==> src/rtl/dma_csr_pkg.sv <==
package dma_csr_pkg;
   localparam int REG_W    = 32;
   localparam int THR_W    = 8;
   localparam int DLY_W    = 8;
   localparam int NIRQ     = 3;

   // control word bit positions
   localparam int C_RUN    = 0;
   localparam int C_SRST   = 2;
   localparam int C_FIXA   = 3;
   localparam int C_EN_LSB = 12;
   localparam int C_THR    = 16;
   localparam int C_DLY    = 24;

   // status word bit positions
   localparam int S_HALT   = 0;
   localparam int S_IDLE   = 1;
   localparam int S_SLV    = 5;
   localparam int S_DEC    = 6;
   localparam int S_FLG    = 12;

   // interrupt flag / enable index
   typedef enum int {IX_DONE = 0, IX_DLY = 1, IX_ERR = 2} irq_ix_e;

   localparam logic [THR_W-1:0] THR_RST = THR_W'(1);
endpackage

==> src/rtl/dma_csr_axil.sv <==
module dma_csr_axil
   import dma_csr_pkg::*;
#(
   parameter int ADDR_W   = 6,
   parameter int CTRL_OFF = 0,
   parameter int STAT_OFF = 4
) (
   input  logic              clk,
   input  logic              rst_n,
   input  logic [ADDR_W-1:0] awaddr,
   input  logic              awvalid,
   output logic              awready,
   input  logic [REG_W-1:0]  wdata,
   input  logic [REG_W/8-1:0] wstrb,
   input  logic              wvalid,
   output logic              wready,
   output logic [1:0]        bresp,
   output logic              bvalid,
   input  logic              bready,
   input  logic [ADDR_W-1:0] araddr,
   input  logic              arvalid,
   output logic              arready,
   output logic [REG_W-1:0]  rdata,
   output logic [1:0]        rresp,
   output logic              rvalid,
   input  logic              rready,
   output logic              wr_ctrl_o,
   output logic              wr_stat_o,
   output logic [REG_W-1:0]  wr_data_o,
   input  logic [REG_W-1:0]  ctrl_word_i,
   input  logic [REG_W-1:0]  stat_word_i
);
   localparam logic [ADDR_W-1:0] A_CTRL = ADDR_W'(CTRL_OFF);
   localparam logic [ADDR_W-1:0] A_STAT = ADDR_W'(STAT_OFF);

   logic wr_go, rd_go;
   logic bvalid_q, rvalid_q;
   logic [REG_W-1:0] rdata_q;

   initial begin
      assert (CTRL_OFF != STAT_OFF && CTRL_OFF % 4 == 0 && STAT_OFF % 4 == 0)
         else $error("register offsets must be distinct and word aligned");
      assert (ADDR_W >= 3) else $error("ADDR_W too small for two words");
   end

   assign wr_go   = awvalid && wvalid && !bvalid_q;
   assign rd_go   = arvalid && !rvalid_q;
   assign awready = wr_go;
   assign wready  = wr_go;
   assign arready = rd_go;
   assign bvalid  = bvalid_q;
   assign rvalid  = rvalid_q;
   assign rdata   = rdata_q;
   assign bresp   = 2'b00;
   assign rresp   = 2'b00;

   assign wr_ctrl_o = wr_go && (awaddr == A_CTRL);
   assign wr_stat_o = wr_go && (awaddr == A_STAT);
   assign wr_data_o = wdata;

   always_ff @(posedge clk or negedge rst_n) begin
      if (!rst_n) begin
         bvalid_q <= 1'b0;
         rvalid_q <= 1'b0;
         rdata_q  <= '0;
      end else begin
         if (wr_go)       bvalid_q <= 1'b1;
         else if (bready) bvalid_q <= 1'b0;
         if (rd_go) begin
            rvalid_q <= 1'b1;
            if (araddr == A_CTRL)      rdata_q <= ctrl_word_i;
            else if (araddr == A_STAT) rdata_q <= stat_word_i;
            else                       rdata_q <= '0;
         end else if (rready) begin
            rvalid_q <= 1'b0;
         end
      end
   end

   assert_bresp_hold_R2: assert property (@(posedge clk) disable iff (!rst_n)
      (bvalid && !bready) |=> bvalid);
   assert_rdata_hold_R2: assert property (@(posedge clk) disable iff (!rst_n)
      (rvalid && !rready) |=> $stable(rdata));
   assert_strobe_known_R2: assert property (@(posedge clk) disable iff (!rst_n)
      wvalid |-> !$isunknown(wstrb));
endmodule

==> src/rtl/dma_csr_ctrl.sv <==
module dma_csr_ctrl
   import dma_csr_pkg::*;
(
   input  logic              clk,
   input  logic              rst_n,
   input  logic              wr_ctrl_i,
   input  logic [REG_W-1:0]  wr_data_i,
   input  logic              busy_i,
   input  logic              done_i,
   input  logic              slv_err_i,
   input  logic              dec_err_i,
   output logic              clr_o,
   output logic              run_o,
   output logic              srst_o,
   output logic              fixa_o,
   output logic [NIRQ-1:0]   en_o,
   output logic [THR_W-1:0]  thr_o,
   output logic [DLY_W-1:0]  dly_o,
   output logic              halted_o,
   output logic              idle_o,
   output logic              slv_o,
   output logic              dec_o
);
   logic run_q, srst_q, fixa_q, halted_q, idle_q, slv_q, dec_q;
   logic [NIRQ-1:0]  en_q;
   logic [THR_W-1:0] thr_q;
   logic [DLY_W-1:0] dly_q;
   logic [THR_W-1:0] thr_new;
   logic quiet, any_err, clr;

   assign thr_new = wr_data_i[C_THR +: THR_W];
   assign quiet   = halted_q || idle_q;
   assign any_err = slv_err_i || dec_err_i;
   assign clr     = srst_q && !busy_i;

   always_ff @(posedge clk or negedge rst_n) begin
      if (!rst_n) begin
         run_q <= 1'b0; srst_q <= 1'b0; fixa_q <= 1'b0; en_q <= '0;
         thr_q <= THR_RST; dly_q <= '0;
         halted_q <= 1'b1; idle_q <= 1'b0; slv_q <= 1'b0; dec_q <= 1'b0;
      end else if (clr) begin
         run_q <= 1'b0; srst_q <= 1'b0; fixa_q <= 1'b0; en_q <= '0;
         thr_q <= THR_RST; dly_q <= '0;
         halted_q <= 1'b1; idle_q <= 1'b0; slv_q <= 1'b0; dec_q <= 1'b0;
      end else begin
         if (wr_ctrl_i) begin
            run_q <= wr_data_i[C_RUN] && !wr_data_i[C_SRST];
            if (wr_data_i[C_SRST]) srst_q <= 1'b1;
            if (quiet)             fixa_q <= wr_data_i[C_FIXA];
            en_q  <= wr_data_i[C_EN_LSB +: NIRQ];
            if (thr_new != '0)     thr_q <= thr_new;
            dly_q <= wr_data_i[C_DLY +: DLY_W];
         end
         if (any_err)   run_q <= 1'b0;
         if (slv_err_i) slv_q <= 1'b1;
         if (dec_err_i) dec_q <= 1'b1;

         if (run_q)        halted_q <= 1'b0;
         else if (!busy_i) halted_q <= 1'b1;

         if (halted_q)     idle_q <= 1'b0;
         else if (done_i)  idle_q <= 1'b1;
         else if (busy_i)  idle_q <= 1'b0;
      end
   end

   assign clr_o    = clr;
   assign run_o    = run_q;
   assign srst_o   = srst_q;
   assign fixa_o   = fixa_q;
   assign en_o     = en_q;
   assign thr_o    = thr_q;
   assign dly_o    = dly_q;
   assign halted_o = halted_q;
   assign idle_o   = idle_q && !halted_q;
   assign slv_o    = slv_q;
   assign dec_o    = dec_q;

   assert_err_stops_run_R6: assert property (@(posedge clk) disable iff (!rst_n)
      any_err |=> !run_q);
   assert_halt_after_drain_R4: assert property (@(posedge clk) disable iff (!rst_n)
      $rose(halted_q) |-> ($past(!run_q) && $past(!busy_i)));
   assert_flush_holds_R10: assert property (@(posedge clk) disable iff (!rst_n)
      (srst_q && busy_i) |=> srst_q);
   assert_thr_nonzero_R3: assert property (@(posedge clk) disable iff (!rst_n)
      thr_q != '0);
   assert_fixa_quiet_R11: assert property (@(posedge clk) disable iff (!rst_n)
      $changed(fixa_q) |-> ($past(quiet) || $past(clr)));
endmodule

==> src/rtl/dma_csr_irq.sv <==
module dma_csr_irq
   import dma_csr_pkg::*;
#(
   parameter int TICK_CLKS = 125
) (
   input  logic              clk,
   input  logic              rst_n,
   input  logic              clr_i,
   input  logic              done_i,
   input  logic              err_i,
   input  logic              thr_load_i,
   input  logic [THR_W-1:0]  thr_new_i,
   input  logic [THR_W-1:0]  thr_i,
   input  logic [DLY_W-1:0]  dly_i,
   input  logic [NIRQ-1:0]   w1c_i,
   input  logic [NIRQ-1:0]   en_i,
   output logic [NIRQ-1:0]   flags_o,
   output logic              irq_o
);
   localparam int PRE_W = (TICK_CLKS > 1) ? $clog2(TICK_CLKS) : 1;

   logic [THR_W-1:0] cnt_q;
   logic [DLY_W-1:0] tcnt_q;
   logic [NIRQ-1:0]  flg_q;
   logic armed_q, tick, hit, fire;

   initial begin
      assert (TICK_CLKS >= 1) else $error("TICK_CLKS must be at least 1");
   end

   generate
      if (TICK_CLKS == 1) begin : g_no_pre
         assign tick = armed_q;
      end else begin : g_pre
         logic [PRE_W-1:0] pre_q;
         assign tick = armed_q && (pre_q == PRE_W'(TICK_CLKS - 1));
         always_ff @(posedge clk or negedge rst_n) begin
            if (!rst_n)                      pre_q <= '0;
            else if (clr_i || done_i || !armed_q || tick) pre_q <= '0;
            else                             pre_q <= pre_q + 1'b1;
         end
      end
   endgenerate

   assign hit  = done_i && (cnt_q <= THR_W'(1));
   assign fire = tick && (dly_i != '0) && (DLY_W'(tcnt_q + 1'b1) == dly_i);

   always_ff @(posedge clk or negedge rst_n) begin
      if (!rst_n) begin
         cnt_q <= THR_RST; tcnt_q <= '0; armed_q <= 1'b0; flg_q <= '0;
      end else if (clr_i) begin
         cnt_q <= THR_RST; tcnt_q <= '0; armed_q <= 1'b0; flg_q <= '0;
      end else begin
         if (hit)                 flg_q[IX_DONE] <= 1'b1;
         else if (w1c_i[IX_DONE]) flg_q[IX_DONE] <= 1'b0;
         if (fire)                flg_q[IX_DLY] <= 1'b1;
         else if (w1c_i[IX_DLY])  flg_q[IX_DLY] <= 1'b0;
         if (err_i)               flg_q[IX_ERR] <= 1'b1;
         else if (w1c_i[IX_ERR])  flg_q[IX_ERR] <= 1'b0;

         if (thr_load_i)  cnt_q <= thr_new_i;
         else if (done_i) cnt_q <= hit ? thr_i : cnt_q - 1'b1;

         if (done_i) begin
            armed_q <= 1'b1;
            tcnt_q  <= '0;
         end else if (armed_q && dly_i == '0) begin
            armed_q <= 1'b0;
         end else if (tick) begin
            if (DLY_W'(tcnt_q + 1'b1) == dly_i) armed_q <= 1'b0;
            else                                tcnt_q  <= tcnt_q + 1'b1;
         end
      end
   end

   assign flags_o = flg_q;
   assign irq_o   = |(flg_q & en_i);

   assert_done_flag_cause_R3: assert property (@(posedge clk) disable iff (!rst_n)
      $rose(flg_q[IX_DONE]) |-> $past(done_i));
   assert_dly_flag_cause_R8: assert property (@(posedge clk) disable iff (!rst_n)
      $rose(flg_q[IX_DLY]) |-> ($past(armed_q) && $past(dly_i) != '0));
   assert_err_flag_set_R6: assert property (@(posedge clk) disable iff (!rst_n)
      (err_i && !clr_i) |=> flg_q[IX_ERR]);
endmodule

==> src/rtl/dma_csr_bank.sv <==
module dma_csr_bank
   import dma_csr_pkg::*;
#(
   parameter int ADDR_W    = 6,
   parameter int CTRL_OFF  = 0,
   parameter int STAT_OFF  = 4,
   parameter int TICK_CLKS = 125
) (
   input  logic              clk,
   input  logic              rst_n,
   input  logic [ADDR_W-1:0] s_awaddr,
   input  logic              s_awvalid,
   output logic              s_awready,
   input  logic [31:0]       s_wdata,
   input  logic [3:0]        s_wstrb,
   input  logic              s_wvalid,
   output logic              s_wready,
   output logic [1:0]        s_bresp,
   output logic              s_bvalid,
   input  logic              s_bready,
   input  logic [ADDR_W-1:0] s_araddr,
   input  logic              s_arvalid,
   output logic              s_arready,
   output logic [31:0]       s_rdata,
   output logic [1:0]        s_rresp,
   output logic              s_rvalid,
   input  logic              s_rready,
   input  logic              eng_busy_i,
   input  logic              eng_done_i,
   input  logic              eng_slv_err_i,
   input  logic              eng_dec_err_i,
   output logic              run_o,
   output logic              flush_o,
   output logic              keyhole_o,
   output logic              irq_o
);
   logic wr_ctrl, wr_stat, clr;
   logic [REG_W-1:0] wr_data, ctrl_word, stat_word;
   logic srst, fixa, halted, idle, slv, dec;
   logic [NIRQ-1:0]  en, flags, w1c;
   logic [THR_W-1:0] thr;
   logic [DLY_W-1:0] dly;
   logic thr_load;

   dma_csr_axil #(.ADDR_W(ADDR_W), .CTRL_OFF(CTRL_OFF), .STAT_OFF(STAT_OFF)) u_bus (
      .clk(clk), .rst_n(rst_n),
      .awaddr(s_awaddr), .awvalid(s_awvalid), .awready(s_awready),
      .wdata(s_wdata), .wstrb(s_wstrb), .wvalid(s_wvalid), .wready(s_wready),
      .bresp(s_bresp), .bvalid(s_bvalid), .bready(s_bready),
      .araddr(s_araddr), .arvalid(s_arvalid), .arready(s_arready),
      .rdata(s_rdata), .rresp(s_rresp), .rvalid(s_rvalid), .rready(s_rready),
      .wr_ctrl_o(wr_ctrl), .wr_stat_o(wr_stat), .wr_data_o(wr_data),
      .ctrl_word_i(ctrl_word), .stat_word_i(stat_word)
   );

   dma_csr_ctrl u_ctrl (
      .clk(clk), .rst_n(rst_n), .wr_ctrl_i(wr_ctrl), .wr_data_i(wr_data),
      .busy_i(eng_busy_i), .done_i(eng_done_i),
      .slv_err_i(eng_slv_err_i), .dec_err_i(eng_dec_err_i),
      .clr_o(clr), .run_o(run_o), .srst_o(srst), .fixa_o(fixa), .en_o(en),
      .thr_o(thr), .dly_o(dly), .halted_o(halted), .idle_o(idle),
      .slv_o(slv), .dec_o(dec)
   );

   assign thr_load = wr_ctrl && (wr_data[C_THR +: THR_W] != '0);
   assign w1c      = wr_stat ? wr_data[S_FLG +: NIRQ] : '0;

   dma_csr_irq #(.TICK_CLKS(TICK_CLKS)) u_irq (
      .clk(clk), .rst_n(rst_n), .clr_i(clr), .done_i(eng_done_i),
      .err_i(eng_slv_err_i || eng_dec_err_i),
      .thr_load_i(thr_load), .thr_new_i(wr_data[C_THR +: THR_W]),
      .thr_i(thr), .dly_i(dly), .w1c_i(w1c), .en_i(en),
      .flags_o(flags), .irq_o(irq_o)
   );

   always_comb begin
      ctrl_word = '0;
      ctrl_word[C_RUN]              = run_o;
      ctrl_word[C_SRST]             = srst;
      ctrl_word[C_FIXA]             = fixa;
      ctrl_word[C_EN_LSB +: NIRQ]   = en;
      ctrl_word[C_THR +: THR_W]     = thr;
      ctrl_word[C_DLY +: DLY_W]     = dly;
      stat_word = '0;
      stat_word[S_HALT]             = halted;
      stat_word[S_IDLE]             = idle;
      stat_word[S_SLV]              = slv;
      stat_word[S_DEC]              = dec;
      stat_word[S_FLG +: NIRQ]      = flags;
   end

   assign flush_o   = srst;
   assign keyhole_o = fixa;

   assert_idle_not_halted_R5: assert property (@(posedge clk) disable iff (!rst_n)
      !(halted && idle));
   assert_flush_stops_run_R10: assert property (@(posedge clk) disable iff (!rst_n)
      flush_o |-> !run_o);
endmodule

==> config.mk <==
export PLATFORM = sky130hd
export DESIGN_NAME = dma_csr_bank
export DESIGN_NICKNAME = d
export VERILOG_FILES = /design/src/rtl/dma_csr_pkg.sv /design/src/rtl/dma_csr_axil.sv /design/src/rtl/dma_csr_ctrl.sv /design/src/rtl/dma_csr_irq.sv /design/src/rtl/dma_csr_bank.sv
export SDC_FILE = /design/constraint.sdc
export NUM_CORES = 1
export LEC_CHECK = 0
export BUFFER_PORTS_ARGS = -buffer_cell sky130_fd_sc_hd__buf_2
export CORE_MARGIN = 2
export CORE_UTILIZATION = 50
export CTS_CLUSTER_DIAMETER = 100
export DETAILED_ROUTE_END_ITERATION = 8
export GPL_TIMING_DRIVEN = 0
export HOLD_SLACK_MARGIN = 0.05
export PLACE_DENSITY = 0.88
export SKIP_CTS_REPAIR_TIMING = 1
export SYNTH_ARGS = -nofsm -noshare
export SYNTH_HDL_FRONTEND = slang
export SYNTH_SLANG_ARGS = --single-unit
export TNS_END_PERCENT = 10
==> constraint.sdc <==
create_clock -name clk -period 6.35 [get_ports clk]
set_input_delay 0.9525 -clock clk [delete_from_list [all_inputs] [get_ports clk]]
set_output_delay 0.9525 -clock clk [all_outputs]
set_load 0.005 [all_outputs]
==> results.json <==
{
  "timing_hold_violations_final": 0,
  "worst_clock_skew_ns": 0.009953,
  "cts_root_buffer": "clkbuf_8",
  "sequential_to_total_area_share_from_yosys_stat_pct": 49.02,
  "finalCriticalPeriod_ns": 2.872,
  "path_max_fanout": 10,
  "leakage_nw": 2.347,
  "synthesis.yosys.warnings": 0,
  "detailroute.via_count": 3686,
  "antenna_found_initial": 0,
  "critical-path-top-delay-family": "simple AND/OR/NAND/NOR gates",
  "cp-end-kind": "flip-flop",
  "tightest_pin_transition_ns": 1.231,
  "detail_route.drc_violations": 0,
  "routedWlPerCell_um": 16.15,
  "status": "finished clean",
  "clock_latency_ns": 0.36,
  "postLayoutCoreUtil_pct": 62.60,
  "most_area_hungry_cell_type_in_the_yosys_netlist": "dfrtp_1",
  "critPathBufInv": 2,
  "number_of_vias_per_cell_after_detailed_routing": 5.786,
  "area.sequential_um2": 2006,
  "timing.final.ws_setup_ns": 3.478,
  "antenna_cells": 0,
  "grt_pass1_vias": 3506,
  "tritoncts": "done",
  "num-fill-cells": 672,
  "post-synth-top-area-fraction_pct": 47.09,
  "slowest_stage": "nor3_1",
  "cts_max_path_buffers": 2,
  "detail-route-antenna-nets": 0,
  "worst-setup-path-type": "input pin to flip-flop",
  "grt_first_pass_wirelength_mm": 16.88,
  "timing_max_transition_violations_final": 0,
  "drt_pass1_iterations": 5,
  "numClockSinks": 80,
  "distinct_cell_type_count_after_synthesis": 59,
  "powerDensity_nw_per_um2": 262.4,
  "drt_iter0_markers": 236,
  "die-height_um": 94.46,
  "critPathRequiredTime_ns": 6.64,
  "multi_input_comb_area_um2": 1891,
  "port_buffers": 76,
  "placer_s_final_routability_congestion_estimate": 0.9361,
  "grt_setup_unrepaired": "false",
  "postSynthRegisterBits": 80,
  "layout.nets": 594,
  "stdcell_count": 637,
  "syn-mean-instance-area_um2": 9.471,
  "path_common_cell": "nor3_1",
  "endpoints_failing_setup": 0,
  "dp.final_hpwl_mm": 7.563,
  "core_region_area_um2": 7848,
  "clock.fmax_mhz": 348.2,
  "area.growth.synth_to_final_pct": 20.06,
  "worstHoldPathType": "flip-flop to flip-flop",
  "io_pins": 104,
  "grt.total_usage_pct": 24.34,
  "synth_edf_count": 0,
  "timing.max_cap.violations": 0,
  "die_x_um": 94.46,
  "critPathMaxStageDelay_ns": 0.96,
  "syn_inst": 432,
  "final_layout_size_suffix_gt1_share_pct": 22.80,
  "placementRows": 32,
  "ctsHtreeMaxLevel": 3,
  "finalWirelength_mm": 10.29,
  "ys.flop_type": "dfrtp_1",
  "totalNegativeSetupSlack_ns": 0,
  "worstSetupStartpointType": "input pin",
  "synthTopCellsByArea": "dfrtp_1 (47%), nand2_1 (6.9%), a21oi_1 (4.6%)",
  "syn_area_um2": 4091,
  "path_clk_slew_ns": 0.08,
  "die_footprint_um2": 8923,
  "vdd_drop_max_mv": 0.1332,
  "initial_utilization_pct": 52.14,
  "critical_path_arrival_ns": 3.16,
  "largest_net_degree_at_the_start_of_global_routing": 49,
  "grt_overflow": 0,
  "place_ws_ns": 3.148,
  "async_set_or_reset_register_ratio_after_synthesis_pct": 100.0,
  "dp.cells": 621,
  "total_power_after_layout_mw": 1.289,
  "slew-limit-headroom_pct": 17.31,
  "final_min_period_over_clock_period_pct": 45.22,
  "cts_inserted_buffers": 9,
  "cp_cell_sequence": "buf_2 > nor3_1 > nand2_1 > nor3_1 > clkbuf_1 > a22o_1"
}
[power by group]
group | internal, mW | switching, mW | total (mW)
registers | 0.561 | 0.0558 | 0.617
logic | 0.0940 | 0.121 | 0.215
clock network | 0.272 | 0.184 | 0.457
[flip-flops by register name (all words and copies together) (netlist names)]
name	count
u_irq.cnt_q	8
u_ctrl.dly_o	8
u_bus.rvalid	1
u_ctrl.en_o	3
u_irq.flags_o	3
u_bus.bvalid	1
u_irq.armed_q	1
u_ctrl.run_o	1
u_ctrl.slv_o	1
u_irq.g_pre.pre_q	7
u_irq.tcnt_q	8
u_ctrl.srst_o	1
u_ctrl.idle_q	1
u_ctrl.fixa_o	1
u_ctrl.dec_o	1
u_bus.rdata	25
u_ctrl.thr_o	8
u_ctrl.halted_o	1
[layout by cell type, fill, tap and decap left out, types with 2 or more instances in the layout]
cell type,instances
and3_1,3
a21oi_1,38
xnor2_1,6
clkbuf_1,12
ha_1,5
o211ai_2,2
o32ai_1,2
or3_1,5
clkbuf_8,10
bufinv_16,3
dfstp_2,3
nand3_1,11
inv_1,20
and4_1,2
o31ai_1,5
o211ai_1,8
mux2i_1,12
buf_2,78
o21ai_0,13
nor2_1,34
buf_4,13
o2bb2ai_1,2
nand2_1,75
buf_1,3
a211o_1,2
nor3b_1,5
nor3_1,5
dfrtp_1,77
xor2_1,6
nand4_1,2
nand2b_1,2
conb_1,11
a22o_1,18
nor4_1,6
nor2b_1,3
or4_1,4
a2111oi_2,2
[layout make-up]
cell class / count / area share (%)
clock inverter: 5 / 2.114
sequential: 80 / 40.83
buffer: 29 / 3.209
tap: 102 / 2.598
timing repair buffer: 77 / 8.355
inverter: 20 / 1.528
multi-input combinational: 313 / 38.49
clock buffer: 11 / 2.878
[synthesized netlist by cell type (6+ instances only)]
cell type	number
dfrtp_1	77
nand2_1	75
a21oi_1	38
nor2_1	34
inv_1	20
a22o_1	18
o21ai_0	13
buf_4	12
mux2i_1	12
clkbuf_1	11
nand3_1	11
o211ai_1	8
nor4_1	6
xnor2_1	6
xor2_1	6
[per-stage QoR]
step | hold slack (ns) | area [um^2]
finish | 0.4744 | 4912
global route | 0.5061 | 4912
CTS | 0.4757 | 4912
detailed placement | 0.4597 | 4667
global placement | 0.4565 | 4637
floorplan | 0.4463 | 4129
[layer usage]
metal / track usage [%] / part of all wire [%]
met5: 0 / 0
met4: 13.53 / 3.6
met3: 5.108 / 8.4
met2: 39.35 / 47
met1: 30.55 / 41
[worst register-to-register path, delay by kind of cell (launching register included)]
family	cells	cell delay (ns)
AOI/OAI and AO/OA	3	1.07
DFF	1	0.46
and+or+nand+nor	2	0.44
adders and majority gates	1	0.29
muxes	1	0.23
[cell families (layout without fill, tap and decap cells)]
group           after synthesis  after routing  share of synthesized area, %
buf+inv                      49            142                         5.688
simple gates                167            167                         19.79
mux                          12             12                         2.936
compound gates              106            106                         18.38
fa+ha+maj                     5              5                         1.529
xor+xnor                     12             12                         2.569
flops                        80             80                         49.02
other cells                   1             11                       0.09166
[final timing paths]
path	start	to	slack [ns]	cells after the start
max	s_araddr[1]	u_bus.rdata[22]	3.48	6
min	u_ctrl.thr_o[0]	u_ctrl.thr_o[0]	0.47	2
max reg2reg	u_irq.tcnt_q[0]	u_irq.tcnt_q[6]	3.79	7
min reg2reg	u_ctrl.thr_o[0]	u_ctrl.thr_o[0]	0.47	2
max in group asynchronous	rst_n	u_irq.cnt_q[0]	5.18	2
min in group asynchronous	rst_n	u_irq.tcnt_q[5]	0.52	1
(Power assumes the default switching activity.)
